<file path="config.mk">
export PLATFORM = sky130hd
export DESIGN_NAME = bank_xlate
export DESIGN_NICKNAME = d
export VERILOG_FILES = /design/src/rtl/bank_xlate_pkg.sv /design/src/rtl/bank_xlate_ctrl.sv /design/src/rtl/bank_xlate_regs.sv /design/src/rtl/bank_xlate_prg.sv /design/src/rtl/bank_xlate_chr.sv /design/src/rtl/bank_xlate.sv
export SDC_FILE = /design/constraint.sdc
export NUM_CORES = 1
export LEC_CHECK = 0
export ABC_AREA = 0
export BUFFER_PORTS_ARGS = -buffer_cell sky130_fd_sc_hd__buf_2
export CAP_MARGIN = 20
export CORE_ASPECT_RATIO = 0.5
export CORE_MARGIN = 2
export CORE_UTILIZATION = 46
export DETAILED_ROUTE_END_ITERATION = 16
export GPL_ROUTABILITY_DRIVEN = 0
export PLACE_DENSITY = 0.93
export REMOVE_ABC_BUFFERS = 1
export SLEW_MARGIN = 20
export SYNTH_ARGS = -nofsm -noshare
export SYNTH_HDL_FRONTEND = slang
export SYNTH_HIERARCHICAL = 1
export SYNTH_SLANG_ARGS = --single-unit
export TNS_END_PERCENT = 1
</file>
<file path="constraint.sdc">
create_clock -name clk -period 4.7 [get_ports clk]
set_clock_uncertainty 0.2 [all_clocks]
set_input_delay 0.235 -clock clk [delete_from_list [all_inputs] [get_ports clk]]
set_output_delay 0.235 -clock clk [all_outputs]
set_load 0.01 [all_outputs]
</file>
<file path="src/rtl/bank_xlate_pkg.sv">
package bank_xlate_pkg;

  typedef enum logic [1:0] {
    MODE_EXT   = 2'd0,
    MODE_SER   = 2'd1,
    MODE_SW16  = 2'd2,
    MODE_FIX32 = 2'd3
  } modeT;

  // architectural state of the translator
  typedef struct packed {
    modeT       mode;
    logic       ramEn;
    logic [3:0] outer;    // {chrA26, prgA26, chrA25, prgA25}
    logic       top;      // A27 for both sides
    logic [3:0] romSel;   // switchable-16K register
    logic [1:0] chrSel;   // fixed-32K character register
    logic [4:0] serCtl;
    logic [4:0] serChr0;
    logic [4:0] serChr1;
    logic [4:0] serPrg;
  } bankRegsT;

  // write strobes from control to datapath
  typedef struct packed {
    logic       cfgWe;
    logic       outerWe;
    logic       topWe;
    logic       romSelWe;
    logic       chrSelWe;
    logic [3:0] serWe;    // one-hot: ctl, chr0, chr1, prg
  } strobesT;

endpackage

</file>
<file path="src/rtl/bank_xlate_ctrl.sv">
module bank_xlate_ctrl
  import bank_xlate_pkg::*;
#(
  parameter logic [15:0] CFG_ADDR   = 16'h411D,
  parameter logic [15:0] OUTER_ADDR = 16'h412C,
  parameter logic [15:0] TOP_ADDR   = 16'h412E
) (
  input  logic        wrEn,
  input  logic [15:0] wrAddr,
  input  logic        serLoad,
  input  logic [1:0]  serSel,
  input  modeT        mode,
  output strobesT     strobes
);

  logic hiWrite;

  assign hiWrite = wrEn && wrAddr[15];

  always_comb begin
    strobes          = '0;
    strobes.cfgWe    = wrEn && (wrAddr == CFG_ADDR);
    strobes.outerWe  = wrEn && (wrAddr == OUTER_ADDR);
    strobes.topWe    = wrEn && (wrAddr == TOP_ADDR);
    strobes.romSelWe = hiWrite && (mode == MODE_SW16);
    strobes.chrSelWe = hiWrite && (mode == MODE_FIX32);
    if (serLoad && (mode == MODE_SER)) begin
      strobes.serWe = 4'b0001 << serSel;
    end
  end

endmodule

</file>
<file path="src/rtl/bank_xlate_regs.sv">
module bank_xlate_regs
  import bank_xlate_pkg::*;
(
  input  logic       clk,
  input  logic       rstN,
  input  strobesT    strobes,
  input  logic [7:0] wrData,
  input  logic [4:0] serData,
  output bankRegsT   regsQ
);

  always_ff @(posedge clk) begin
    if (!rstN) begin
      regsQ <= '0;
    end else begin
      if (strobes.cfgWe) begin
        regsQ.mode  <= modeT'(wrData[1:0]);
        regsQ.ramEn <= wrData[2];
      end
      if (strobes.outerWe)  regsQ.outer   <= wrData[3:0];
      if (strobes.topWe)    regsQ.top     <= wrData[0];
      if (strobes.romSelWe) regsQ.romSel  <= wrData[3:0];
      if (strobes.chrSelWe) regsQ.chrSel  <= wrData[1:0];
      if (strobes.serWe[0]) regsQ.serCtl  <= serData;
      if (strobes.serWe[1]) regsQ.serChr0 <= serData;
      if (strobes.serWe[2]) regsQ.serChr1 <= serData;
      if (strobes.serWe[3]) regsQ.serPrg  <= serData;
    end
  end

endmodule

</file>
<file path="src/rtl/bank_xlate_prg.sv">
module bank_xlate_prg
  import bank_xlate_pkg::*;
#(
  parameter int PRG_BANKS     = 32,
  parameter int PRG_OUTER_LSB = 12
) (
  input  bankRegsT                    regsQ,
  input  logic [15:0]                 cpuAddr,
  input  logic [PRG_OUTER_LSB-1:0]    extPrgBank,
  output logic [PRG_OUTER_LSB+2:0]    prgBank
);

  localparam int IW    = PRG_OUTER_LSB;
  localparam int LASTI = (PRG_BANKS >= 1) ? PRG_BANKS - 1 : 0;
  localparam int PREVI = (PRG_BANKS >= 2) ? PRG_BANKS - 2 : 0;
  localparam logic [IW-1:0] LAST = IW'(LASTI);
  localparam logic [IW-1:0] PREV = IW'(PREVI);

  logic [1:0]    slot;
  logic [3:0]    b16;
  logic [IW-1:0] inner;
  logic [IW-1:0] swLo, swHi, serLo, serHi, ser32;
  logic [2:0]    outerBits;

  assign slot      = cpuAddr[14:13];
  assign b16       = regsQ.serPrg[3:0];
  assign swLo      = IW'({regsQ.romSel, 1'b0});
  assign swHi      = IW'({regsQ.romSel, 1'b1});
  assign serLo     = IW'({b16, 1'b0});
  assign serHi     = IW'({b16, 1'b1});
  assign ser32     = IW'({b16[3:1], slot});
  assign outerBits = {regsQ.top, regsQ.outer[2], regsQ.outer[0]};

  always_comb begin
    inner = '0;
    unique case (regsQ.mode)
      MODE_EXT:   inner = extPrgBank;
      MODE_FIX32: inner = IW'(slot);
      MODE_SW16: begin
        case (slot)
          2'd0:    inner = swLo;
          2'd1:    inner = swHi;
          2'd2:    inner = PREV;
          default: inner = LAST;
        endcase
      end
      MODE_SER: begin
        case (regsQ.serCtl[3:2])
          2'd2: begin
            case (slot)
              2'd0:    inner = '0;
              2'd1:    inner = IW'(1);
              2'd2:    inner = serLo;
              default: inner = serHi;
            endcase
          end
          2'd3: begin
            case (slot)
              2'd0:    inner = serLo;
              2'd1:    inner = serHi;
              2'd2:    inner = PREV;
              default: inner = LAST;
            endcase
          end
          default: inner = ser32;
        endcase
      end
      default: inner = '0;
    endcase
  end

  assign prgBank = cpuAddr[15] ? {outerBits, inner} : '0;

endmodule

</file>
<file path="src/rtl/bank_xlate_chr.sv">
module bank_xlate_chr
  import bank_xlate_pkg::*;
#(
  parameter int CHR_OUTER_LSB = 15
) (
  input  bankRegsT                   regsQ,
  input  logic [12:0]                vidAddr,
  input  logic [CHR_OUTER_LSB-1:0]   extChrBank,
  output logic [CHR_OUTER_LSB+2:0]   chrBank,
  output logic                       chrRamSel,
  output logic [12:0]                chrRamIdx
);

  localparam int IW = CHR_OUTER_LSB;

  logic [2:0]    sub;
  logic [4:0]    half;
  logic [IW-1:0] inner;
  logic [2:0]    outerBits;

  assign sub       = vidAddr[12:10];
  assign half      = vidAddr[12] ? regsQ.serChr1 : regsQ.serChr0;
  assign outerBits = {regsQ.top, regsQ.outer[3], regsQ.outer[1]};

  always_comb begin
    inner = '0;
    unique case (regsQ.mode)
      MODE_EXT:   inner = extChrBank;
      MODE_SW16:  inner = IW'(sub);
      MODE_FIX32: inner = IW'({regsQ.chrSel, sub});
      MODE_SER: begin
        if (regsQ.serCtl[4]) inner = IW'({half, vidAddr[11:10]});
        else                 inner = IW'({regsQ.serChr0[4:1], sub});
      end
      default: inner = '0;
    endcase
  end

  assign chrBank   = {outerBits, inner};
  assign chrRamSel = regsQ.ramEn;
  assign chrRamIdx = vidAddr;

endmodule

</file>
<file path="src/rtl/bank_xlate.sv">
module bank_xlate
  import bank_xlate_pkg::*;
#(
  parameter int          PRG_BANKS     = 32,
  parameter int          PRG_OUTER_LSB = 12,
  parameter int          CHR_OUTER_LSB = 15,
  parameter logic [15:0] CFG_ADDR      = 16'h411D,
  parameter logic [15:0] OUTER_ADDR    = 16'h412C,
  parameter logic [15:0] TOP_ADDR      = 16'h412E
) (
  input  logic                       clk,
  input  logic                       rstN,
  input  logic                       wrEn,
  input  logic [15:0]                wrAddr,
  input  logic [7:0]                 wrData,
  input  logic                       serLoad,
  input  logic [1:0]                 serSel,
  input  logic [4:0]                 serData,
  input  logic [15:0]                cpuAddr,
  input  logic [PRG_OUTER_LSB-1:0]   extPrgBank,
  input  logic [12:0]                vidAddr,
  input  logic [CHR_OUTER_LSB-1:0]   extChrBank,
  output logic [PRG_OUTER_LSB+2:0]   prgBank,
  output logic [CHR_OUTER_LSB+2:0]   chrBank,
  output logic                       chrRamSel,
  output logic [12:0]                chrRamIdx
);

  strobesT  strobes;
  bankRegsT regsQ;

  bank_xlate_ctrl #(
    .CFG_ADDR(CFG_ADDR), .OUTER_ADDR(OUTER_ADDR), .TOP_ADDR(TOP_ADDR)
  ) ctrlI (
    .wrEn(wrEn), .wrAddr(wrAddr), .serLoad(serLoad), .serSel(serSel),
    .mode(regsQ.mode), .strobes(strobes)
  );

  bank_xlate_regs regsI (
    .clk(clk), .rstN(rstN), .strobes(strobes), .wrData(wrData),
    .serData(serData), .regsQ(regsQ)
  );

  bank_xlate_prg #(
    .PRG_BANKS(PRG_BANKS), .PRG_OUTER_LSB(PRG_OUTER_LSB)
  ) prgI (
    .regsQ(regsQ), .cpuAddr(cpuAddr), .extPrgBank(extPrgBank), .prgBank(prgBank)
  );

  bank_xlate_chr #(
    .CHR_OUTER_LSB(CHR_OUTER_LSB)
  ) chrI (
    .regsQ(regsQ), .vidAddr(vidAddr), .extChrBank(extChrBank),
    .chrBank(chrBank), .chrRamSel(chrRamSel), .chrRamIdx(chrRamIdx)
  );

endmodule

</file>
==> impl_metrics.toml, run 1 <==
[outcome]
outcome = "completed"

[clock_tree]
cts_hold_buffers = 0
clkSlewWorstSetupHoldPaths_ps = 60
postCtsSetupBuffers = 0
insertion_delay_ps = 280
cts.path.max_buffers = 2
cts_buffers = 5
clock_sinks = 31
postCtsResizedCells = 0
clock-root-buffer = "clkbuf_8"
tritoncts = "done"
htree_levels = 2

[floorplanning]
coreArea_um2 = 4320
dieArea_um2 = 5010
die_h_um = 51.1
num_rows = 17
die_w_um = 98.1
initial_core_util_pct = 47.2
pin_count = 138

[drt]
drc_errors = 0
wire_per_inst_um = 14.8
drt_wl_total_um = 5360
vias = 1827
firstDrtPassIters = 4
ant_nets = 0
first_iter_violations = 99
vias_per_cell = 5.03

[global_routing]
grt_max_degree = 32
grt_antenna_before_repair = 0
grt_pass1_vias = 1737
grt_usage_pct = 20.9
grt_overflow = 0
grt_pass1_wl_um = 8270

[min_path]
hp-class = "input port to flip-flop"
whs_path_depth = 3
min_to = "regsI/regsQ[0]"
min_from = "serData[0]"

[layout]
largestRegisters = "regsI/regsQ (31)"
largest_reg_flops = 31
register_area_um2 = 621
fill_cells = 345
areaGrowthSynthToFinish_pct = 22.5
top_register = "regsI/regsQ"
n_antenna_cell = 0
multiInputGateArea_um2 = 1180
finish.net_count = 396
layout-drive-gt1-share_pct = 42.8

[sta]
timing.final.crit_share_pct = 51.1
slew_violations = 0
fmax_mhz = 417
hold_viol_final = 0
slew_headroom_pct = 31.6
worstMarginPinSlew_ps = 1020
fin_ws_ps = 2300
fin_tns_setup_ps = 0
fin_crit_ps = 2400
rsz0062_at_grt = "no"
setup_viol = 0

[setup_path]
cp_cell_sequence = "nand3b_1 > nor3_1 > mux2i_1 > nor2b_1"
start_kind = "flip-flop"
slowest_delay_ps = 810
path_class = "flip-flop to flip-flop"
rr_startpoint = "regsI/regsQ[33]"
reg2reg_depth = 4
r2r_slack_ps = 2300
endpoint_kind = "flip-flop"
crit_family = "simple AND/OR/NAND/NOR gates"
cpMaxStageDelayCell = "nor3_1"
crit_arrival_ps = 2370
worstPathMaxFanout = 22
critPathRequiredTime_ps = 4670
r2r-end = "regsI/regsQ[7]"
cp.buffers_inverters = 0
cp.depth = 4

[yosys]
syn_area_per_cell_um2 = 8.93
synth_cells = 228
syn_area_um2 = 2040
ys_warn_count = 6

[pwr]
vdd_ir_drop_max_uv = 138
power.density_nw_per_um2 = 228
leakage_nw = 1.06

[place]
preCtsSetupSlack_ps = 2320
port_buffers = 100
place.detailed.hpwl_um = 4080

[run]
maxCapViolations = 0
-- worst max path at each step --
stage	slack, ps	from	endpoint
floorplan	2580	regsI/regsQ[32]	regsI/regsQ[10]
global placement	2440	regsI/regsQ[33]	regsI/regsQ[9]
detailed placement	2320	regsI/regsQ[33]	regsI/regsQ[7]
CTS	2310	regsI/regsQ[33]	regsI/regsQ[7]
global route	2170	regsI/regsQ[33]	regsI/regsQ[13]
finish	2300	regsI/regsQ[33]	regsI/regsQ[7]
-- cells in the final DEF, fill, tap and decap left out, types with 7 or more instances in the layout --
cell type,instances
mux2i_1,33
nor2_1,12
nand2_1,7
buf_2,100
dfxtp_1,31
nor2b_1,31
and3_1,7
nor3_1,8
and2_2,8
clkbuf_8,7
-- metrics by stage --
step	utilization (%)	hold slack [ps]	area [um^2]	total power [mW]	std cells
6_report	57.8	43.6	2490	0.569	363
5_1_grt	57.8	58.3	2490	0.593	363
4_1_cts	57.8	38.2	2490	0.572	363
3_5_place_dp	55.5	270	2390	0.349	355
3_3_place_gp	55.5	270	2390	0.347	355
2_1_floorplan	-	160	1820	0.298	197
-- final cells by class --
cell class                 instances  share of cell area [%]
clock buffer                       8                    4.01
tap                               57                    2.86
multi-input combinational        162                    47.3
sequential                        31                    24.9
inverter                           4                   0.602
timing repair buffer             101                    20.4
-- where the power goes --
| part | internal (mW) | switching (mW) | leakage [nW] |
|---|---|---|---|
| Clock | 0.133 | 0.0915 | 0.0515 |
| Sequential | 0.263 | 0.000000795 | 0.250 |
| Combinational | 0.0435 | 0.0376 | 0.761 |
-- routing by layer --
metal  track usage (%)  vias up  share of wire [%]
met4              7.64        0                1.8
met5              4.40        -                  0
met3              7.66       10                7.4
met1              23.8      845                 41
met2              36.1       59                 50
li1                  -      913                  -
-- worst min-delay path, stage by stage --
cell	delay (ps)
buf_2	100
mux2i_1	60
nor2b_1	90
No activity file was read; power rests on OpenSTA's default activity.
==> run 2, diff against run 1 <==
--- a/config.mk
+++ b/config.mk
@@ -5,15 +5,15 @@
 export SDC_FILE = /design/constraint.sdc
 export NUM_CORES = 1
 export LEC_CHECK = 0
-export ABC_AREA = 0
+export ABC_AREA = 1
 export BUFFER_PORTS_ARGS = -buffer_cell sky130_fd_sc_hd__buf_2
 export CAP_MARGIN = 20
 export CORE_ASPECT_RATIO = 0.5
 export CORE_MARGIN = 2
-export CORE_UTILIZATION = 46
+export CORE_UTILIZATION = 44
 export DETAILED_ROUTE_END_ITERATION = 16
 export GPL_ROUTABILITY_DRIVEN = 0
-export PLACE_DENSITY = 0.93
+export PLACE_DENSITY = 0.88
 export REMOVE_ABC_BUFFERS = 1
 export SLEW_MARGIN = 20
 export SYNTH_ARGS = -nofsm -noshare
==> constraint.sdc (replaced) <==
create_clock -name clk -period 2.4 [get_ports clk]
set_clock_uncertainty 0.2 [all_clocks]
set_input_delay 0.12 -clock clk [delete_from_list [all_inputs] [get_ports clk]]
set_output_delay 0.12 -clock clk [all_outputs]
set_load 0.01 [all_outputs]
==> impl_metrics.toml, run 2 <==
[layout]
areaGrowthSynthToFinish_pct = 24.1
mostFrequentLayoutCell = "nand2_1"
n_antenna_cell = 0
layout-drive-gt1-share_pct = 32.0
final_cell_mix = "nand2_1 (122), buf_2 (100), nor2_1 (75)"
fin_util_pct = 56.7
final_cell_count_no_fill = 552
largest_reg_flops = 31
finish.net_count = 572
top_register = "regsI/regsQ"
largestRegisters = "regsI/regsQ (31)"

[clock_tree]
postCtsSetupBuffers = 0
clkSlewWorstSetupHoldPaths_ps = 60
cts_buffers = 5
cts_hold_buffers = 6
htree_levels = 2
insertion_delay_ps = 280
cts.path.max_buffers = 2
clock-root-buffer = "clkbuf_8"
clock_sinks = 31
postCtsResizedCells = 0
tritoncts = "done"

[sta]
setup_viol = 0
worstMarginPinSlew_ps = 685
timing.final.crit_share_pct = 80.4
hold_viol_final = 1
holdWs_ps = -2.59
fin_ws_ps = 471
rsz0062_at_grt = "no"
fmax_mhz = 518
slew_violations = 0
fin_crit_ps = 1930
slew_headroom_pct = 54.0
fin_tns_setup_ps = 0

[global_routing]
grt_overflow = 0
grt_pass1_wl_um = 8990
grt_usage_pct = 20.0
grt_max_degree = 32
grt_antenna_before_repair = 0
grt_pass1_vias = 2042

[floorplanning]
initial_core_util_pct = 45.7
die_h_um = 54.5
coreArea_um2 = 4910
dieArea_um2 = 5720
num_rows = 18
die_w_um = 105
pin_count = 138

[setup_path]
start_kind = "flip-flop"
reg2reg_depth = 6
path_class = "flip-flop to output pin"
endpoint_kind = "output pin"
worstPathMaxFanout = 12
r2r-end = "regsI/regsQ[18]"
critPathRequiredTime_ps = 2080
crit_arrival_ps = 1610
critPathLaunch = "regsI/regsQ[33]"
r2r_slack_ps = 550
rr_startpoint = "regsI/regsQ[33]"

[yosys]
syn_area_per_cell_um2 = 5.72
ys_warn_count = 6
syn_area_um2 = 2240
synth_cells = 392

[min_path]
min_to = "regsI/regsQ[28]"
min_from = "wrData[1]"
hp-class = "input port to flip-flop"
whs_path_depth = 5

[place]
place.detailed.hpwl_um = 4220
dp_cells = 538
port_buffers = 100
preCtsSetupSlack_ps = 664

[pwr]
leakage_nw = 1.52
power.density_nw_per_um2 = 393
vdd_ir_drop_max_uv = 184

[drt]
drt_wl_total_um = 5680
ant_nets = 0
wire_per_inst_um = 10.3
first_iter_violations = 122
firstDrtPassIters = 5
vias_per_cell = 4.42
drc_errors = 0
vias = 2441

[outcome]
outcome = "complete, but fails checks"
failed_checks = "negative hold slack"

[run]
maxCapViolations = 0
==> run 2: report_power, final <==
| group | total [mW] | leakage (nW) | switching, mW | internal [mW] |
|---|---|---|---|---|
| logic | 0.186 | 1.23 | 0.100 | 0.0862 |
| registers | 0.514 | 0.250 | 0.00000270 | 0.514 |
| clock network | 0.393 | 0.0422 | 0.190 | 0.203 |
| total | 1.09 | 1.52 | 0.290 | 0.804 |
==> run 2: final cells by class <==
| type | count | area [um^2] |
|---|---|---|
| clock buffer | 7 | 76.3 |
| clock inverter | 1 | 5.00 |
| fill | 482 | 2130 |
| inverter | 69 | 262 |
| multi-input combinational | 263 | 1130 |
| sequential | 31 | 621 |
| tap | 70 | 87.6 |
| timing repair buffer | 111 | 598 |
==> run 2: layer usage <==
metal	global-route usage (%)	vias up	wire length, um
li1	-	1295	-
met1	24.1	1062	2500
met2	33.2	74	2580
met3	8.21	8	492
met4	5.11	2	55
met5	7.14	-	54
==> run 2: worst max path at each step <==
stage                                 end  slack (ps)
after floorplan           regsI/regsQ[10]         600
after global placement    regsI/regsQ[17]         720
after detailed placement  regsI/regsQ[19]         660
after CTS                      prgBank[2]         480
after global routing           prgBank[2]         360
final                          prgBank[2]         470
==> run 2: worst max-delay path, stage by stage (launching register included) <==
cell	delay, ps
dfxtp_1	650
nand2_1	180
nor2_1	120
nor2_1	50
a21oi_1	160
buf_2	150
==> run 2: stage by stage <==
step | instance area, um^2 | hold WS [ps] | total power [mW]
final | 2780 | -2.59 | 1.09
after global routing | 2780 | 20.2 | 1.15
after CTS | 2780 | 2.09 | 1.10
after detailed placement | 2640 | 40.1 | 0.703
after global placement | 2640 | 40.1 | 0.700
after floorplan | 2020 | 40.0 | 0.605
